File: src/rtl/usbdev_irq_pkg.sv
package usbdev_irq_pkg;
   localparam int REG_BITS = 8;

   localparam int B_BUS_RST   = 7;
   localparam int B_BO_FULL   = 6;
   localparam int B_BI_REQ    = 5;
   localparam int B_BI_EMPTY  = 4;
   localparam int B_SETUP     = 3;
   localparam int B_CIN_DONE  = 2;
   localparam int B_COUT_DONE = 1;
   localparam int B_CIN_REQ   = 0;

   // Bits that mirror FIFO state and ignore software writes
   localparam logic [REG_BITS-1:0] STATUS_MASK = 8'h50;

   typedef enum logic [1:0] {
      RA_FLAG   = 2'd0,
      RA_ENABLE = 2'd1,
      RA_SELECT = 2'd2,
      RA_NONE   = 2'd3
   } reg_addr_e;
endpackage

File: src/rtl/usbdev_irq_flag_bit.sv
module usbdev_irq_flag_bit #(
   parameter bit IS_STATUS  = 1'b0,
   parameter bit STATUS_REG = 1'b1
) (
   input  logic clk,
   input  logic rst,
   input  logic src_i,
   input  logic wr_i,
   input  logic wd_i,
   output logic flag_o
);
   logic q;
   logic nxt;

   // Event bits: a set in the same cycle overrides a write-0 clear
   always_comb begin
      if (IS_STATUS) nxt = src_i;
      else           nxt = src_i | (q & ~(wr_i & ~wd_i));
   end

   always_ff @(posedge clk) begin
      if (rst) q <= 1'b0;
      else     q <= nxt;
   end

   generate
      if (IS_STATUS && !STATUS_REG) begin : g_live
         assign flag_o = rst ? 1'b0 : src_i;
      end else begin : g_reg
         assign flag_o = q;
      end
   endgenerate
endmodule

File: src/rtl/usbdev_irq_cfg_regs.sv
module usbdev_irq_cfg_regs
   import usbdev_irq_pkg::*;
#(
   parameter int REG_W  = 8,
   parameter int ADDR_W = 2
) (
   input  logic              clk,
   input  logic              rst,
   input  logic              wr_i,
   input  logic [ADDR_W-1:0] addr_i,
   input  logic [REG_W-1:0]  wd_i,
   output logic [REG_W-1:0]  en_o,
   output logic [REG_W-1:0]  sel_o
);
   localparam logic [ADDR_W-1:0] A_EN  = ADDR_W'(RA_ENABLE);
   localparam logic [ADDR_W-1:0] A_SEL = ADDR_W'(RA_SELECT);

   always_ff @(posedge clk) begin
      if (rst) begin
         en_o  <= '0;
         sel_o <= '0;
      end else if (wr_i) begin
         if (addr_i == A_EN)  en_o  <= wd_i;
         if (addr_i == A_SEL) sel_o <= wd_i;
      end
   end
endmodule

File: src/rtl/usbdev_irq_router.sv
module usbdev_irq_router #(
   parameter int REG_W = 8,
   parameter int N_IRQ = 2
) (
   input  logic [REG_W-1:0] flag_i,
   input  logic [REG_W-1:0] en_i,
   input  logic [REG_W-1:0] sel_i,
   output logic [N_IRQ-1:0] irq_o
);
   logic [REG_W-1:0] armed;
   assign armed = flag_i & en_i;

   generate
      for (genvar k = 0; k < N_IRQ; k++) begin : g_line
         logic [REG_W-1:0] routed;
         if (k == 0) begin : g_l0
            assign routed = ~sel_i;
         end else begin : g_l1
            assign routed = sel_i;
         end
         assign irq_o[k] = |(armed & routed);
      end
   endgenerate
endmodule

File: src/rtl/usbdev_irq_flags.sv
module usbdev_irq_flags
   import usbdev_irq_pkg::*;
#(
   parameter int REG_W      = 8,
   parameter int ADDR_W     = 2,
   parameter int N_IRQ      = 2,
   parameter bit STATUS_REG = 1'b1
) (
   input  logic              clk,
   input  logic              rst,
   input  logic              reg_wr,
   input  logic [ADDR_W-1:0] reg_addr,
   input  logic [REG_W-1:0]  reg_wdata,
   output logic [REG_W-1:0]  reg_rdata,
   input  logic              usb_bus_reset,
   input  logic              ctl_setup_rcvd,
   input  logic              ctl_in_done,
   input  logic              ctl_out_done,
   input  logic              ctl_in_req,
   input  logic              bulk_in_token,
   input  logic [1:0]        bulk_in_empty,
   input  logic [1:0]        bulk_out_full,
   output logic [N_IRQ-1:0]  irq_out
);
   localparam logic [ADDR_W-1:0] A_FLAG = ADDR_W'(RA_FLAG);
   localparam logic [ADDR_W-1:0] A_EN   = ADDR_W'(RA_ENABLE);
   localparam logic [ADDR_W-1:0] A_SEL  = ADDR_W'(RA_SELECT);

   generate
      if (REG_W != REG_BITS) begin : g_bad_width
         $error("usbdev_irq_flags: REG_W must equal the fixed flag map width");
      end
      if (N_IRQ != 2) begin : g_bad_lines
         $error("usbdev_irq_flags: one select bit per flag supports two lines");
      end
      if (ADDR_W < 2) begin : g_bad_addr
         $error("usbdev_irq_flags: three registers need at least two address bits");
      end
   endgenerate

   logic [REG_W-1:0] src;
   logic [REG_W-1:0] flag_q;
   logic [REG_W-1:0] en_q;
   logic [REG_W-1:0] sel_q;
   logic             flag_wr;
   logic             bi_all_empty;

   assign flag_wr      = reg_wr && (reg_addr == A_FLAG);
   assign bi_all_empty = &bulk_in_empty;

   always_comb begin
      src              = '0;
      src[B_BUS_RST]   = usb_bus_reset;
      src[B_BO_FULL]   = |bulk_out_full;
      src[B_BI_REQ]    = bulk_in_token & bi_all_empty;
      src[B_BI_EMPTY]  = bi_all_empty;
      src[B_SETUP]     = ctl_setup_rcvd;
      src[B_CIN_DONE]  = ctl_in_done;
      src[B_COUT_DONE] = ctl_out_done;
      src[B_CIN_REQ]   = ctl_in_req;
   end

   generate
      for (genvar i = 0; i < REG_W; i++) begin : g_bit
         usbdev_irq_flag_bit #(
            .IS_STATUS (STATUS_MASK[i]),
            .STATUS_REG(STATUS_REG)
         ) u_bit (
            .clk   (clk),
            .rst   (rst),
            .src_i (src[i]),
            .wr_i  (flag_wr),
            .wd_i  (reg_wdata[i]),
            .flag_o(flag_q[i])
         );
      end
   endgenerate

   usbdev_irq_cfg_regs #(
      .REG_W (REG_W),
      .ADDR_W(ADDR_W)
   ) u_cfg (
      .clk   (clk),
      .rst   (rst),
      .wr_i  (reg_wr),
      .addr_i(reg_addr),
      .wd_i  (reg_wdata),
      .en_o  (en_q),
      .sel_o (sel_q)
   );

   usbdev_irq_router #(
      .REG_W(REG_W),
      .N_IRQ(N_IRQ)
   ) u_route (
      .flag_i(flag_q),
      .en_i  (en_q),
      .sel_i (sel_q),
      .irq_o (irq_out)
   );

   always_comb begin
      if (reg_addr == A_FLAG)     reg_rdata = flag_q;
      else if (reg_addr == A_EN)  reg_rdata = en_q;
      else if (reg_addr == A_SEL) reg_rdata = sel_q;
      else                        reg_rdata = '0;
   end
endmodule

File: config.mk
export PLATFORM = sky130hd
export DESIGN_NAME = usbdev_irq_flags
export DESIGN_NICKNAME = d
export VERILOG_FILES = /design/src/rtl/usbdev_irq_pkg.sv /design/src/rtl/usbdev_irq_flag_bit.sv /design/src/rtl/usbdev_irq_cfg_regs.sv /design/src/rtl/usbdev_irq_router.sv /design/src/rtl/usbdev_irq_flags.sv
export SDC_FILE = /design/constraint.sdc
export NUM_CORES = 1
export LEC_CHECK = 0
export ABC_AREA = 1
export BUFFER_PORTS_ARGS = -buffer_cell sky130_fd_sc_hd__buf_2
export CAP_MARGIN = 20
export CORE_MARGIN = 2
export CORE_UTILIZATION = 57
export CTS_CLUSTER_DIAMETER = 120
export DETAILED_ROUTE_END_ITERATION = 8
export GPL_ROUTABILITY_DRIVEN = 0
export HOLD_SLACK_MARGIN = 0.1
export PLACE_DENSITY = 0.91
export SLEW_MARGIN = 10
export SYNTH_ARGS = -nofsm -noshare
export SYNTH_HDL_FRONTEND = slang
export SYNTH_HIERARCHICAL = 1
export SYNTH_SLANG_ARGS = --single-unit
File: constraint.sdc
create_clock -name clk -period 1.5 [get_ports clk]
set_clock_uncertainty 0.2 [all_clocks]
set_input_delay 0.075 -clock clk [delete_from_list [all_inputs] [get_ports clk]]
set_output_delay 0.075 -clock clk [all_outputs]
set_load 0.02 [all_outputs]
== Yosys cells after proc, flatten, opt, wreduce, memory -nomap -nowiden ==
Index checks and enable logic that the tools add are counted.
W data, S select, Z words.

* Multipliers: 0
* Bitwise operators: 35
* Eq/ne operators: 2
* Div/mod/pow operators: 0
* Shifts and indexed selects: 0
* Add/sub/neg operators: 0
* Magnitude comparators: 0
* Reduce and logical (&&, ||, !) cells: 8
* Mux-type cells: 3

{| class="wikitable"
|+ Operators by type and width
! kind !! number
|-
| $and A8 B8 Y8 || 3
|-
| $mux W8 || 3
|-
| $reduce_or A8 Y1 || 2
|-
| $and A1 B1 Y1 || 13
|-
| $not A1 Y1 || 12
|-
| $not A8 Y8 || 1
|-
| $or A1 B1 Y1 || 6
|-
| $reduce_and A2 Y1 || 3
|-
| $eq A2 B1 Y1 const B || 1
|-
| $eq A2 B2 Y1 const B || 1
|-
| $logic_not A2 Y1 || 1
|-
| $reduce_or A2 Y1 || 1
|-
| $logic_and A1 B1 Y1 || 1
|}

* Flip-flop bits (word level): 24
* RAM bits: 0
* Logic and storage cells: 58
* Latch bits: 0
* Memories kept: 0
* Memory bits (read-only): 0
* Input bits: 23

== Logic depth before layout (Yosys ltp) ==
Gate-level depths: netlist of the first run.

* Depth after elaboration: 6
* Gate-level depth with buffers: 6
* Mapped depth without buffers: 5

== Modules after synthesis ==
The synthesis of the first run kept the hierarchy.

{| class="wikitable"
|+ By module, submodules not included
! module !! instances !! area each (um^2) !! cells an instance
|-
| usbdev_irq_cfg_regs || 1 || 698.2 || 104
|-
| usbdev_irq_flag_bit at g_bit[0].u_bit ... || 6 || 43.8 || 6
|-
| usbdev_irq_flags || 1 || 220.2 || 43
|-
| usbdev_irq_router || 1 || 176.4 || 37
|-
| usbdev_irq_flag_bit at g_bit[4].u_bit ... || 2 || 30.0 || 3
|}

== Worst setup path after synthesis of the first run ==
Ideal clock, no wire load.

* Path kind: input-to-reg
* Start: in reg_addr[1]
* End: reg g_bit[2].u_bit.q
* Stages on the path: 5
* Required time: 1.186 ns
* Path buffers: 1
* Setup time: 0.114 ns
* Path slack: 0.507 ns
* Data arrival time: 0.680 ns
* Cell sequence: buf_6 -> nor3b_2 -> nand2_1 -> nand2_1 -> a21oi_2

* Word-level cells in the longest chain between the ends: 6

{| class="wikitable"
|+ Ends and longest elaborated chain
! element !! line !! source
|-
| start: declaration || usbdev_irq_flags.sv:12 || <nowiki>input logic [ADDR_W-1:0] reg_addr,</nowiki>
|-
| $logic_not A2 Y1 || usbdev_irq_flags.sv:48 || <nowiki>assign flag_wr = reg_wr && (reg_addr == A_FLAG);</nowiki>
|-
| $logic_and A1 B1 Y1 || usbdev_irq_flags.sv:48 ||
|-
| named net flag_wr || usbdev_irq_flags.sv:45 || <nowiki>logic flag_wr;</nowiki>
|-
| $and A1 B1 Y1 || usbdev_irq_flag_bit.sv:18 || <nowiki>else nxt = src_i | (q & ~(wr_i & ~wd_i));</nowiki>
|-
| $not A1 Y1 || usbdev_irq_flag_bit.sv:18 ||
|-
| $and A1 B1 Y1 || usbdev_irq_flag_bit.sv:18 ||
|-
| $or A1 B1 Y1 || usbdev_irq_flag_bit.sv:18 ||
|-
| end signal: assignment || usbdev_irq_flag_bit.sv:23 || <nowiki>else q <= nxt;</nowiki>
|-
| end: declaration || usbdev_irq_flag_bit.sv:12 || <nowiki>logic q;</nowiki>
|}

The timed path passes the listed nets, and every way through them passes these cells.
A chain may end at the register's enable or synchronous reset.

== Worst setup path after layout of the first run ==
* Start: in rst
* End: reg g_bit[1].u_bit.q

{| class="wikitable"
|+ RTL lines
! element !! line !! source
|-
| start: declaration || usbdev_irq_flags.sv:10 || <nowiki>input logic rst,</nowiki>
|-
| end signal: assignment || usbdev_irq_flag_bit.sv:23 ||
|-
| end: declaration || usbdev_irq_flag_bit.sv:12 ||
|}

No word-level cell between the ends.

==> run metrics, run 1 <==
status=finished with violations; failing checks=setup timing; standard-cell row count=18; First-pass DRT Iterations=5; CTS tree=done; element type at the critical path start=input pin; largest cells by area after synthesis=dfxtp_1, nand2_1, nand3_1, inv_1, nor2_1; count of buffers from port buffering=32; achievable frequency=655.8 MHz; Detail Placement HPWL=2302 um; Seq/Total Area, Yosys=0.3389; core area=2410 um2; Reg area=499.2 um2; TritonCTS Sinks=24; initial antenna violation count=0; vias in the first global route=1397; detailed-route via count=1612; clock latency on the worst-skew pair=0.31 ns; Final setup viols=2; # nets final=310; Wirelength per Cell=12.79 um; dpl ws=0.2204 ns; share of post-route cells with drive strength above 1=0.2587; Synth Cell Area=1418 um2; top layer in use=met4; largest net degree at the start of global routing=17; Die ar.=2902 um2; metal3 WL=421 um; clk slew on worst S/H paths=0.14 ns; final hold viol count=0; Num CTS Buffers=3; Slew headroom=0.6508; Worst EP required=1.56 ns; Die Wd=53.87 um; Pleak=0.001043 uW; RSZ-0062 raised after global routing=true; Critical Path End Type=flip-flop; Yosys top cell by area=dfxtp_1; Final ANT Viol Nets=0; global-route wire length before repair=6216 um; Root Buffer=clkbuf_4; Final Slew Violations=0; Max Buffers Root-to-Sink=2; Cell Count Post-Placement=284; fin crit share=1.017; worst slew pin tran=0.5221 ns; Initial Util=0.5883; max-cap check violation count=0; WS Path Type=input pin to flip-flop; Mean Syn Cell Area=6.273 um2; WP data arrival=1.59 ns; most common cell after layout, fill and taps aside=nand2_1; Ys Warns=6; Cells after Synth=226; Synth top area share=0.3389; Final min period=1.525 ns; # diodes=0; non-filler cells, final=316; chip height=53.87 um; Yosys reg bits=24; Boundary Pins=33; Routed Wire Length=4041 um; met1 WL=1630 um; metal2 WL=1881 um; multi-input logic area=719.4 um2; Remaining DRCs=0; Final Power=1374 uW; Filler cells=163; Power Dens Cells=716.9 nW/um2; Netlist cell types=15; Total GRT Usage=0.2901; Iteration-0 DRC Markers=82; setup ws final=-0.02485 ns; Syn Nets=249; Vias/cell=5.101; Worst Hold Class=input pin to flip-flop; Area Overhead vs Synth=35.22%; H-Tree Depth=1; Peak VDD IR=0.8406 mV; Crit Path Max Fanout=8; GRT overflow=0; leading cell types in the layout, fill and taps excluded=nand2_1, inv_1, nor2_1
## cells by family (layout without fill, tap and decap cells)
group / count (synthesis) / count (layout) / synth area share
flops: 24 / 24 / 0.3389
simple gates: 147 / 147 / 0.4660
compound gates: 6 / 6 / 0.03707
buf+inv: 49 / 109 / 0.1580
## cell usage after synthesis
master / count
nand3b_1: 1
nor2_2: 3
nand3_2: 5
inv_2: 3
dfxtp_1: 24
nand2_2: 4
nor3b_2: 1
a21oi_2: 6
nand2_1: 59
inv_1: 41
nor2_1: 37
buf_6: 4
nand3_1: 36
or2_2: 1
clkbuf_8: 1
## flip-flops by register name (all words and copies together), names as in the netlist
| register | cells |
|---|---|
| g_bit.u_bit/flag_o | 8 |
| u_cfg/sel_o | 8 |
| u_cfg/en_o | 8 |
## area by class of cell
class	instances	share of cell area
clock buffers	4	0.01893
multi-input cells	153	0.3753
inverters	44	0.08616
well taps	30	0.01958
flip-flops and latches	24	0.2604
repair buffers	61	0.2396
## power by group
| group | internal, uW | switching (uW) | leakage, uW |
|---|---|---|---|
| registers | 677 | 42.1 | 0.000203 |
| logic | 141 | 171 | 0.000819 |
| clock network | 148 | 194 | 0.0000210 |
## critical path, stage by stage
cell and delay (ns):
buf_2 0.11, dlygate4sd3_1 0.57, buf_6 0.16, a21oi_2 0.10
dlygate4sd3_1 0.58
## what timing repair did
item                                    in CTS  in global routing
buffers inserted                             0                  3
pin swaps                                    0                  1
hold buffers                                27                  4
gates resized for setup                      3                 15
hold endpoints to repair                    24                  6
endpoints found under the setup margin       1                 12
## layer usage
| metal | track usage | up-vias |
|---|---|---|
| met4 | 0.08974 | 0 |
| met3 | 0.02778 | 13 |
| met2 | 0.4573 | 93 |
| met5 | 0 | - |
| li1 | - | 803 |
| met1 | 0.4162 | 703 |
## final timing paths
kind                          from               endpoint  slack, ns  cells after the start
min                         reg_wr          u_cfg/en_o[1]       0.11                      5
max reg2reg  g_bit[1].u_bit/flag_o  g_bit[1].u_bit/flag_o       0.05                      3
min reg2reg  g_bit[0].u_bit/flag_o  g_bit[0].u_bit/flag_o       0.31                      2
max                            rst  g_bit[1].u_bit/flag_o      -0.02                      5
## metrics by stage
step                      hold WS, ns  setup TNS (ns)    util  area (um2)
after floorplan              -0.06256               0       -        1418
after global placement         0.1163               0  0.6490        1564
after detailed placement       0.1209               0  0.6490        1564
after CTS                      0.1084               0  0.7778        1874
after global routing           0.1553         -0.2461  0.7954        1917
final                          0.1131        -0.03011  0.7954        1917
(Power assumes the default switching activity.)
==> run 2, diff against run 1 <==
- RECOVER_POWER: not set -> 25
==> run 2 against run 1 <==
Non-clock buffer count unchanged. Via count up 0.19%. Power fell by 0.11%. Wire length increased by 0.72%. The run still ends with setup timing left. Global-route usage is the same. Utilization decreased by 0.62 points. Worst setup slack got worse by 0.0013 ns. Largest cell class unchanged.
==> run metrics, run 2 (same netlist as run 1, synthesis figures left out) <==
setup TNS=-0.04698 ns (-0.01688 ns); WS Path Type=input pin to flip-flop; Cell Count Post-Placement=284 (unchanged); H-Tree Depth=1 (unchanged); Final min period=1.526 ns (+0.001277 ns); TritonCTS Sinks=24 (unchanged); Final setup viols=2 (unchanged); Crit. Startpoint=reg_addr[1]; Sw Share=0.2973 (+0.0006650); WP data arrival=1.54 ns (-0.05 ns); design area=1902 um2 (-0.78%); First-pass DRT Iterations=4 (-1); status=finished with violations; hold path start=reg_wr; Pint=964.5 uW (-0.21%); fin crit share=1.017 (about the same); RSZ-0062 raised after global routing=true; chip height=53.87 um (unchanged); GRT overflow=0 (unchanged); detailed-route via count=1615 (+0.19%); Filler cells=169 (+3.7%); Die ar.=2902 um2 (unchanged); Critical Path End Type=flip-flop; Worst Hold Class=input pin to flip-flop; Initial Util=0.5883 (unchanged); Power Dens Cells=721.7 nW/um2 (+0.68%); Die Wd=53.87 um (unchanged); Slew headroom=0.6602 (+0.009481); standard-cell row count=18 (unchanged); final hold viol count=0 (unchanged); initial antenna violation count=0 (unchanged); achievable frequency=655.3 MHz (about the same); # nets final=310 (unchanged); Pleak=0.001029 uW (-1.3%); core area=2410 um2 (unchanged); Crit Path Max Fanout=13 (+5); Worst EP required=1.51 ns (-0.05 ns); placed cell areas=1564 um2 (unchanged); element type at the critical path start=input pin; Final Slew Violations=0 (unchanged); NetSw=408.1 uW (+0.11%); share of post-route cells with drive strength above 1=0.2448 (-0.01399); Iteration-0 DRC Markers=100 (+22%); CTS tree=done; failing checks=setup timing; Wirelength per Cell=12.88 um (+0.72%); setup ws final=-0.02613 ns (-0.001277 ns); most frequent CP cell=nand2_1; Worst path slowest cell=dlygate4sd3_1; Max Buffers Root-to-Sink=2 (unchanged); Final ANT Viol Nets=0 (unchanged); Boundary Pins=33 (unchanged); Vias/cell=5.111 (+0.19%); slowest stage delay, CP=0.57 ns (about the same); worst slew pin tran=0.5080 ns (-0.01418 ns); Clk pwr share=0.251 (+0.002); multi-input logic area=708.2 um2 (-1.6%); Peak VDD IR=0.8421 mV (+0.18%); global-route wire length before repair=6216 um (unchanged); Num CTS Buffers=3 (unchanged); Detail Placement HPWL=2302 um (unchanged); CP Cell Sequence=buf_2 > nor3b_4 > nand2_1 > nand2_1 > a21oi_2 > dlygate4sd3_1; largest net degree at the start of global routing=17 (unchanged); Reg power frac=0.524 (about the same); Remaining DRCs=0 (unchanged); Comb pwr share=0.225 (-0.002); clk slew on worst S/H paths=0.14 ns (about the same); most common cell after layout, fill and taps aside=nand2_1; # diodes=0 (unchanged); r2r startpoint=g_bit[1].u_bit/flag_o; count of buffers from port buffering=32 (unchanged); vias in the first global route=1397 (unchanged); Reg area=499.2 um2 (unchanged); leading cell types in the layout, fill and taps excluded=nand2_1, inv_1, nor2_1; max-cap check violation count=0 (unchanged); Total GRT Usage=0.2901 (unchanged); Root Buffer=clkbuf_4; non-filler cells, final=316 (unchanged); Area Overhead vs Synth=34.16%; clock latency on the worst-skew pair=0.31 ns (about the same); Routed Wire Length=4070 um (+0.72%)
run 2: power by group through the flow:
stage,clock [uW],sequential [uW],combinational [uW]
floorplan,0,716,164
global placement,0,728,229
detailed placement,0,729,233
CTS,344,715,292
global route,368,724,339
finish,344,720,309
run 2: layout make-up:
class,instances,share of cell area
multi-input combinational,153,0.3724
sequential,24,0.2625
timing repair buffer,61,0.2395
inverter,44,0.08684
tap,30,0.01974
clock buffer,4,0.01908
run 2: critical path: cells and delay by family:
family | cells | cell delay, ns
buffers and inverters | 2 | 0.76
and+or+nand+nor | 3 | 0.63
AOI/OAI and AO/OA | 1 | 0.05
run 2: timing repair:
action                                  4_1_cts  5_1_grt
hold buffers                                 27        4
resized for setup                             3       15
hold endpoints to repair                     24        6
pin swaps                                     0        1
buffers inserted                              0        3
endpoints found under the setup margin        1       12
run 2: path summary, 6_finish.rpt:
kind	to	slack, ns	cells after the start
worst max-delay path	g_bit[1].u_bit/flag_o	-0.03	6
worst min-delay path	u_cfg/en_o[1]	0.12	5
worst max register to register	g_bit[1].u_bit/flag_o	0.05	3
worst min register to register	g_bit[0].u_bit/flag_o	0.30	2
run 2: metal layers:
| layer | vias up | track usage | share of wire | routed length (um) |
|---|---|---|---|---|
| met3 | 15 | 0.02778 | 0.079 | 323 |
| met4 | 0 | 0.08974 | 0.030 | 121 |
| met2 | 80 | 0.4573 | 0.46 | 1871 |
| met1 | 716 | 0.4162 | 0.43 | 1754 |
| met5 | - | 0 | 0 | 0 |
| li1 | 804 | - | - | - |
run 2: stage by stage:
step	util	worst slack (ns)	power, uW	hold slack (ns)
floorplan	-	0.5067	880.2	-0.06256
global placement	0.6490	0.2261	956.0	0.1163
detailed placement	0.6490	0.2204	962.1	0.1209
CTS	0.7778	0.004733	1351	0.1084
global route	0.7892	-0.06350	1431	0.1553
finish	0.7892	-0.02613	1373	0.1151
